<file path="config.mk">
export PLATFORM = sky130hd
export DESIGN_NAME = frac_clk_gate
export DESIGN_NICKNAME = d
export VERILOG_FILES = /design/src/rtl/fcg_pkg.sv /design/src/rtl/fcg_regs.sv /design/src/rtl/fcg_commit.sv /design/src/rtl/fcg_accum.sv /design/src/rtl/frac_clk_gate.sv
export SDC_FILE = /design/constraint.sdc
export NUM_CORES = 1
export LEC_CHECK = 0
export CAP_MARGIN = 20
export CORE_ASPECT_RATIO = 0.75
export CORE_UTILIZATION = 56
export CTS_BUF_LIST = sky130_fd_sc_hd__clkbuf_16
export CTS_CLUSTER_DIAMETER = 100
export DETAILED_ROUTE_END_ITERATION = 10
export DONT_BUFFER_PORTS = 1
export PLACE_DENSITY = 0.7
export SYNTH_ARGS = -nofsm -noshare
export SYNTH_HDL_FRONTEND = slang
export SYNTH_SLANG_ARGS = --single-unit
</file>
<file path="constraint.sdc">
create_clock -name clk -period 1.95 [get_ports clk]
set_input_delay 0.585 -clock clk [delete_from_list [all_inputs] [get_ports clk]]
set_output_delay 0.585 -clock clk [all_outputs]
set_load 0.1 [all_outputs]
</file>
<file path="src/rtl/fcg_pkg.sv">
// Shared constants for the fractional clock-enable generator.
// Assumes the ratio granularity is a power of two (2**FRAC_W steps).
package fcg_pkg;
    localparam int FRAC_W   = 5;
    localparam int DATA_W   = 32;
    localparam int ADDR_W   = 8;
    localparam int RATIO_OFS = 'hE0;
    localparam int UPD_OFS   = 'h04;
    localparam int FIELD_LSB = 8;
    localparam int UPD_BIT   = 31;
endpackage

</file>
<file path="src/rtl/fcg_regs.sv">
// Register file: ratio register (staged drop count) and update register
// (self-clearing request bit). Reads are combinational. Assumes one
// access per cycle and that commit_done pulses once per applied update.
module fcg_regs #(
    parameter int ADDR_W    = fcg_pkg::ADDR_W,
    parameter int DATA_W    = fcg_pkg::DATA_W,
    parameter int FRAC_W    = fcg_pkg::FRAC_W,
    parameter int RATIO_OFS = fcg_pkg::RATIO_OFS,
    parameter int UPD_OFS   = fcg_pkg::UPD_OFS,
    parameter int FIELD_LSB = fcg_pkg::FIELD_LSB,
    parameter int UPD_BIT   = fcg_pkg::UPD_BIT
) (
    input  logic              clk,
    input  logic              rst_n,
    input  logic              wr_en,
    input  logic [ADDR_W-1:0] addr,
    input  logic [DATA_W-1:0] wdata,
    input  logic              commit_done,
    output logic [DATA_W-1:0] rdata,
    output logic [FRAC_W-1:0] staged_frac,
    output logic              upd_req,
    output logic              upd_pending
);
    localparam int LIMIT = (1 << FRAC_W) + 1;

    logic [DATA_W-1:0] ratio_q;
    logic [DATA_W-1:0] upd_q;
    logic              ratio_wr;
    logic              upd_wr;

    assign ratio_wr    = wr_en && (addr == ADDR_W'(RATIO_OFS));
    assign upd_wr      = wr_en && (addr == ADDR_W'(UPD_OFS));
    assign upd_req     = upd_wr && wdata[UPD_BIT];
    assign staged_frac = ratio_q[FIELD_LSB +: FRAC_W];
    assign upd_pending = upd_q[UPD_BIT];

    // Ratio register: plain storage of the whole word.
    always_ff @(posedge clk) begin
        if (!rst_n)        ratio_q <= '0;
        else if (ratio_wr) ratio_q <= wdata;
    end

    // Update register: low bits stored, request bit set-by-write, cleared by commit.
    always_ff @(posedge clk) begin
        if (!rst_n) begin
            upd_q <= '0;
        end else begin
            if (upd_wr) upd_q[UPD_BIT-1:0] <= wdata[UPD_BIT-1:0];
            if (upd_req)          upd_q[UPD_BIT] <= 1'b1;
            else if (commit_done) upd_q[UPD_BIT] <= 1'b0;
        end
    end

    // Read multiplexer.
    always_comb begin
        if (addr == ADDR_W'(RATIO_OFS))    rdata = ratio_q;
        else if (addr == ADDR_W'(UPD_OFS)) rdata = upd_q;
        else                               rdata = '0;
    end

    // Checker counter: cycles the request bit has stayed set.
    logic [FRAC_W+1:0] pend_age;
    always_ff @(posedge clk) begin
        if (!rst_n || !upd_pending) pend_age <= '0;
        else                        pend_age <= pend_age + 1'b1;
    end


    upd_clear_after_commit_chk: assert property (@(posedge clk) disable iff (!rst_n)
        $fell(upd_pending) |-> $past(commit_done));

    upd_bounded_chk: assert property (@(posedge clk) disable iff (!rst_n)
        pend_age <= (FRAC_W+2)'(LIMIT));
endmodule

</file>
<file path="src/rtl/fcg_commit.sv">
// Period counter and commit logic. Snapshots the staged ratio when an
// update is requested and loads it into the active ratio at the last
// cycle of a period; flags completion one cycle later.
module fcg_commit #(
    parameter int FRAC_W = fcg_pkg::FRAC_W
) (
    input  logic              clk,
    input  logic              rst_n,
    input  logic              upd_req,
    input  logic              upd_pending,
    input  logic [FRAC_W-1:0] staged_frac,
    output logic [FRAC_W-1:0] active_frac,
    output logic [FRAC_W-1:0] phase,
    output logic              commit_done
);
    localparam logic [FRAC_W-1:0] LAST = '1;

    logic [FRAC_W-1:0] snap_q;
    logic              at_end;

    assign at_end = (phase == LAST);

    // Free-running period position, wraps every 2**FRAC_W cycles.
    always_ff @(posedge clk) begin
        if (!rst_n) phase <= '0;
        else        phase <= phase + 1'b1;
    end

    // Capture the ratio that this update request will apply.
    always_ff @(posedge clk) begin
        if (!rst_n)       snap_q <= '0;
        else if (upd_req) snap_q <= staged_frac;
    end

    // Apply the snapshot at the period boundary and flag completion.
    always_ff @(posedge clk) begin
        if (!rst_n) begin
            active_frac <= '0;
            commit_done <= 1'b0;
        end else begin
            commit_done <= at_end && upd_pending;
            if (at_end && upd_pending) active_frac <= snap_q;
        end
    end


    ratio_on_boundary_chk: assert property (@(posedge clk) disable iff (!rst_n)
        !$stable(active_frac) |-> (phase == '0));
endmodule

</file>
<file path="src/rtl/fcg_accum.sv">
// Enable generator: a phase accumulator adds the multiplier (2**FRAC_W
// minus the drop count) every cycle and asserts the enable on carry.
// Assumes the ratio changes only at period start, when the accumulator is 0.
module fcg_accum #(
    parameter int FRAC_W = fcg_pkg::FRAC_W
) (
    input  logic              clk,
    input  logic              rst_n,
    input  logic [FRAC_W-1:0] active_frac,
    input  logic [FRAC_W-1:0] phase,
    output logic              clk_en
);
    localparam int STEPS = 1 << FRAC_W;

    logic [FRAC_W-1:0] acc_q;
    logic [FRAC_W:0]   mult;
    logic [FRAC_W:0]   sum;

    assign mult   = (FRAC_W+1)'(STEPS) - {1'b0, active_frac};
    assign sum    = {1'b0, acc_q} + mult;
    assign clk_en = sum[FRAC_W];

    // Accumulate modulo 2**FRAC_W.
    always_ff @(posedge clk) begin
        if (!rst_n) acc_q <= '0;
        else        acc_q <= sum[FRAC_W-1:0];
    end

    // Checker counter: enables seen so far in this period.
    logic [FRAC_W:0] en_tally;
    always_ff @(posedge clk) begin
        if (!rst_n || phase == '1) en_tally <= '0;
        else                       en_tally <= en_tally + {{FRAC_W{1'b0}}, clk_en};
    end


    period_count_chk: assert property (@(posedge clk) disable iff (!rst_n)
        (phase == '1) |-> (en_tally + {{FRAC_W{1'b0}}, clk_en} == mult));

    full_rate_chk: assert property (@(posedge clk) disable iff (!rst_n)
        (active_frac == '0) |-> clk_en);

    acc_zero_at_start_chk: assert property (@(posedge clk) disable iff (!rst_n)
        (phase == '0) |-> (acc_q == '0));
endmodule

</file>
<file path="src/rtl/frac_clk_gate.sv">
// Top level: register file, commit logic and enable generator.
// Assumes a single-cycle write strobe and combinational reads.
module frac_clk_gate #(
    parameter int FRAC_W = fcg_pkg::FRAC_W,
    parameter int ADDR_W = fcg_pkg::ADDR_W,
    parameter int DATA_W = fcg_pkg::DATA_W
) (
    input  logic              clk,
    input  logic              rst_n,
    input  logic              wr_en,
    input  logic [ADDR_W-1:0] addr,
    input  logic [DATA_W-1:0] wdata,
    output logic [DATA_W-1:0] rdata,
    output logic              clk_en
);
    logic [FRAC_W-1:0] staged_frac;
    logic [FRAC_W-1:0] active_frac;
    logic [FRAC_W-1:0] phase;
    logic              upd_req;
    logic              upd_pending;
    logic              commit_done;

    fcg_regs #(.ADDR_W(ADDR_W), .DATA_W(DATA_W), .FRAC_W(FRAC_W)) u_regs (
        .clk(clk), .rst_n(rst_n), .wr_en(wr_en), .addr(addr), .wdata(wdata),
        .commit_done(commit_done), .rdata(rdata), .staged_frac(staged_frac),
        .upd_req(upd_req), .upd_pending(upd_pending)
    );

    fcg_commit #(.FRAC_W(FRAC_W)) u_commit (
        .clk(clk), .rst_n(rst_n), .upd_req(upd_req), .upd_pending(upd_pending),
        .staged_frac(staged_frac), .active_frac(active_frac), .phase(phase),
        .commit_done(commit_done)
    );

    fcg_accum #(.FRAC_W(FRAC_W)) u_accum (
        .clk(clk), .rst_n(rst_n), .active_frac(active_frac), .phase(phase),
        .clk_en(clk_en)
    );
endmodule

</file>
==> out/metrics.cfg <==
[sta]
setup-violations-final=33
rsz0062_at_grt=yes
fin_worst_skew_ns=0.00767
slew_viol_final=0
tightest_slew_ns=0.411
hold_viol_final=0
relSlewSlack_pct=72.3
setup_slack_ns=-0.324
clock.fmax_ghz=0.440
min_period_ns=2.27
post-route-period-util_pct=117

[run]
drv_cap=0

[power_and_ir_drop]
p_per_area_mw_per_mm2=758
vdd_drop_max_mv=0.557
power.total_w=0.00376
p_leak_nw=1.62

[worst_setup_path]
cp_max_fo=22
cp-start-kind=input port
worst_setup_path_end_kind=output port
critPathKind=in2out
ff2ff_setup_slack_ns=0.24
r2r_start=u_commit.active_frac[0]$_SDFFE_PN0P_
cp.required_ns=1.36
crit_end=rdata[12]
timing.rr.end=u_accum.acc_q[4]$_SDFF_PN0_
crit_arrival_ns=1.69
crit_start=addr[1]
reg2reg_depth=6

[drt]
viasPerCell=5.91
drc=0
drt_iter0_drc=161
detail-route-antenna-nets=0
routed_wl_um=8590
vias=3131
dr.pass1.iters=4
wl_per_cell_um=16.2

[floorplanning]
ios=76
fp.dieW_um=93.8
core_mm2=0.00595
fp.dieH_um=70.8
start_util_pct=59.5
die_area_mm2=0.00664
rows=24

[clock_tree]
tritoncts=built
clock_path_buffers=2
clk_latency_ns=0.34
numCtsBuffers=9
ctsRootBufferMaster=clkbuf_16
cts_htree_levels=3
cts.sinks=85
clk_pin_slew_ns=0.06
cts_hold_buffers=0

[finish]
multi_input_area_mm2=0.00194
mostFrequentLayoutCells=dfxtp_1 (83), nand3_1 (74), o21ai_1 (68), nand2_1 (43), buf_12 (37)
n_antenna_cell=0
register_area_mm2=0.00170
layout_commonest_cell=dfxtp_1
fillers=354
fin_util_pct=83.3
fin_nets=498
drive_gt1_share_pct=24.3
area_growth_pct=40.1

[yosys]
yosysSeqAreaShare_pct=48.1
ys_warn_count=0
synth_top_cell_by_area=dfxtp_1
synth_top_area_share_pct=48.1
synth_flop_cell=dfxtp_1
syn_inst=428
avgSynthCellArea_um2=8.26
synthTopCellsByArea=dfxtp_1 (48%), nand3_1 (10%), o21ai_1 (9.6%)
synth_area_mm2=0.00354
synth_fp_nets=479
async_flop_share_pct=0
synth_edf_count=0
synth_seq_cells=85
ys_types=34

[global_route]
grt_pass1_vias=2951
antenna_found_initial=0
grt_pass1_wl_um=14000
grt_max_degree=123
gr-total-overflow=0
track_usage_pct=27.4

[hold_path]
hold_class=in2reg
hold_depth=2

[run_status]
violations=setup timing
status=finished with violations

[placement]
hpwl_um=5290
place_ws_ns=-0.324
port-buffer-count=0
gp_congestion=0.744

routing by layer:
| metal | up-vias | track usage, % | wire (µm) |
|---|---|---|---|
| met3 | 9 | 7.74 | 528 |
| met2 | 91 | 46.1 | 4320 |
| li1 | 1539 | - | - |
| met1 | 1492 | 33.9 | 3660 |
| met4 | 0 | 8.89 | 80 |
| met5 | - | 0 | 0 |
layout make-up:
class	count	area share (%)
multi-input cells	298	39.2
flip-flops and latches	85	34.4
repair buffers	47	17.1
clock buffers	9	4.55
clock inverters	7	2.32
well taps	78	1.97
inverters	6	0.455
power by group:
part | internal (W) | switching (W) | total, W
Sequential | 0.00174 | 0.00000529 | 0.00175
Combinational | 0.0000351 | 0.0000554 | 0.0000906
Clock | 0.00125 | 0.000673 | 0.00192
Total | 0.00302 | 0.000734 | 0.00376
worst min-delay path by stage:
stage / startpoint / end / slack, ns
after CTS: rst_n / u_commit.phase[4]$_SDFF_PN0_ / 0.38
after detailed placement: u_commit.phase[0]$_SDFF_PN0_ / u_commit.phase[0]$_SDFF_PN0_ / 0.44
after floorplan: u_commit.phase[0]$_SDFF_PN0_ / u_commit.phase[0]$_SDFF_PN0_ / 0.42
after global routing: rst_n / u_commit.phase[2]$_SDFF_PN0_ / 0.38
after global placement: u_commit.phase[0]$_SDFF_PN0_ / u_commit.phase[0]$_SDFF_PN0_ / 0.44
final: wdata[31] / u_regs.ratio_q[31]$_SDFFE_PN0P_ / 0.38
metrics by stage:
stage | hold WS [ns] | std cells | TNS [ns] | instance area, µm²
after detailed placement | 0.444 | 512 | -9.86 | 4520
after CTS | 0.376 | 530 | -9.91 | 4940
final | 0.380 | 530 | -9.74 | 4950
after global placement | 0.436 | 512 | -9.63 | 4520
after global routing | 0.379 | 530 | -10.68 | 4950
after floorplan | 0.421 | 428 | -17.25 | 3850
sequential cells by signal, summed over array words and instances, names as in the netlist:
signal	cells
u_regs.upd_q	32
u_accum.acc_q	5
u_commit.commit_done	1
u_commit.snap_q	5
u_regs.ratio_q	32
u_commit.active_frac	5
u_commit.phase	5
cells in the mapped netlist, types with 2 or more instances:
cell type   n
o21ai_1    68
clkbuf_1   13
buf_2      20
and3_1      2
nand3_1    74
nor2_1     33
a21boi_1    2
a22oi_1    32
and2_1      4
nand3_2     2
nand2_1    43
a21boi_0    4
o21ai_0     4
nor2b_1     6
dfxtp_1    85
ha_1        7
inv_1       6
buf_1       6
nor3_1      2
what timing repair did:
action                     4_1_cts  5_1_grt
cloned                           1        0
setup endpoints to repair       33       33
pin swaps                        4        3
buffers inserted                 1        0
resized for setup               12        3
kinds of logic (layout without fill, tap and decap cells):
| family | Yosys count | after routing | synth area share [%] |
|---|---|---|---|
| buf+inv | 45 | 69 | 5.48 |
| flops | 85 | 85 | 48.1 |
| xor+xnor | 2 | 2 | 0.495 |
| simple gates | 174 | 174 | 23.8 |
| fa+ha+maj | 8 | 8 | 3.04 |
| compound gates | 114 | 114 | 19.0 |
critical path, cell delays in order:
cell	delay [ns]
or4_4	0.54
buf_12	0.21
nor2_4	0.14
buf_12	0.18
No activity file was read; power rests on OpenSTA's default activity.
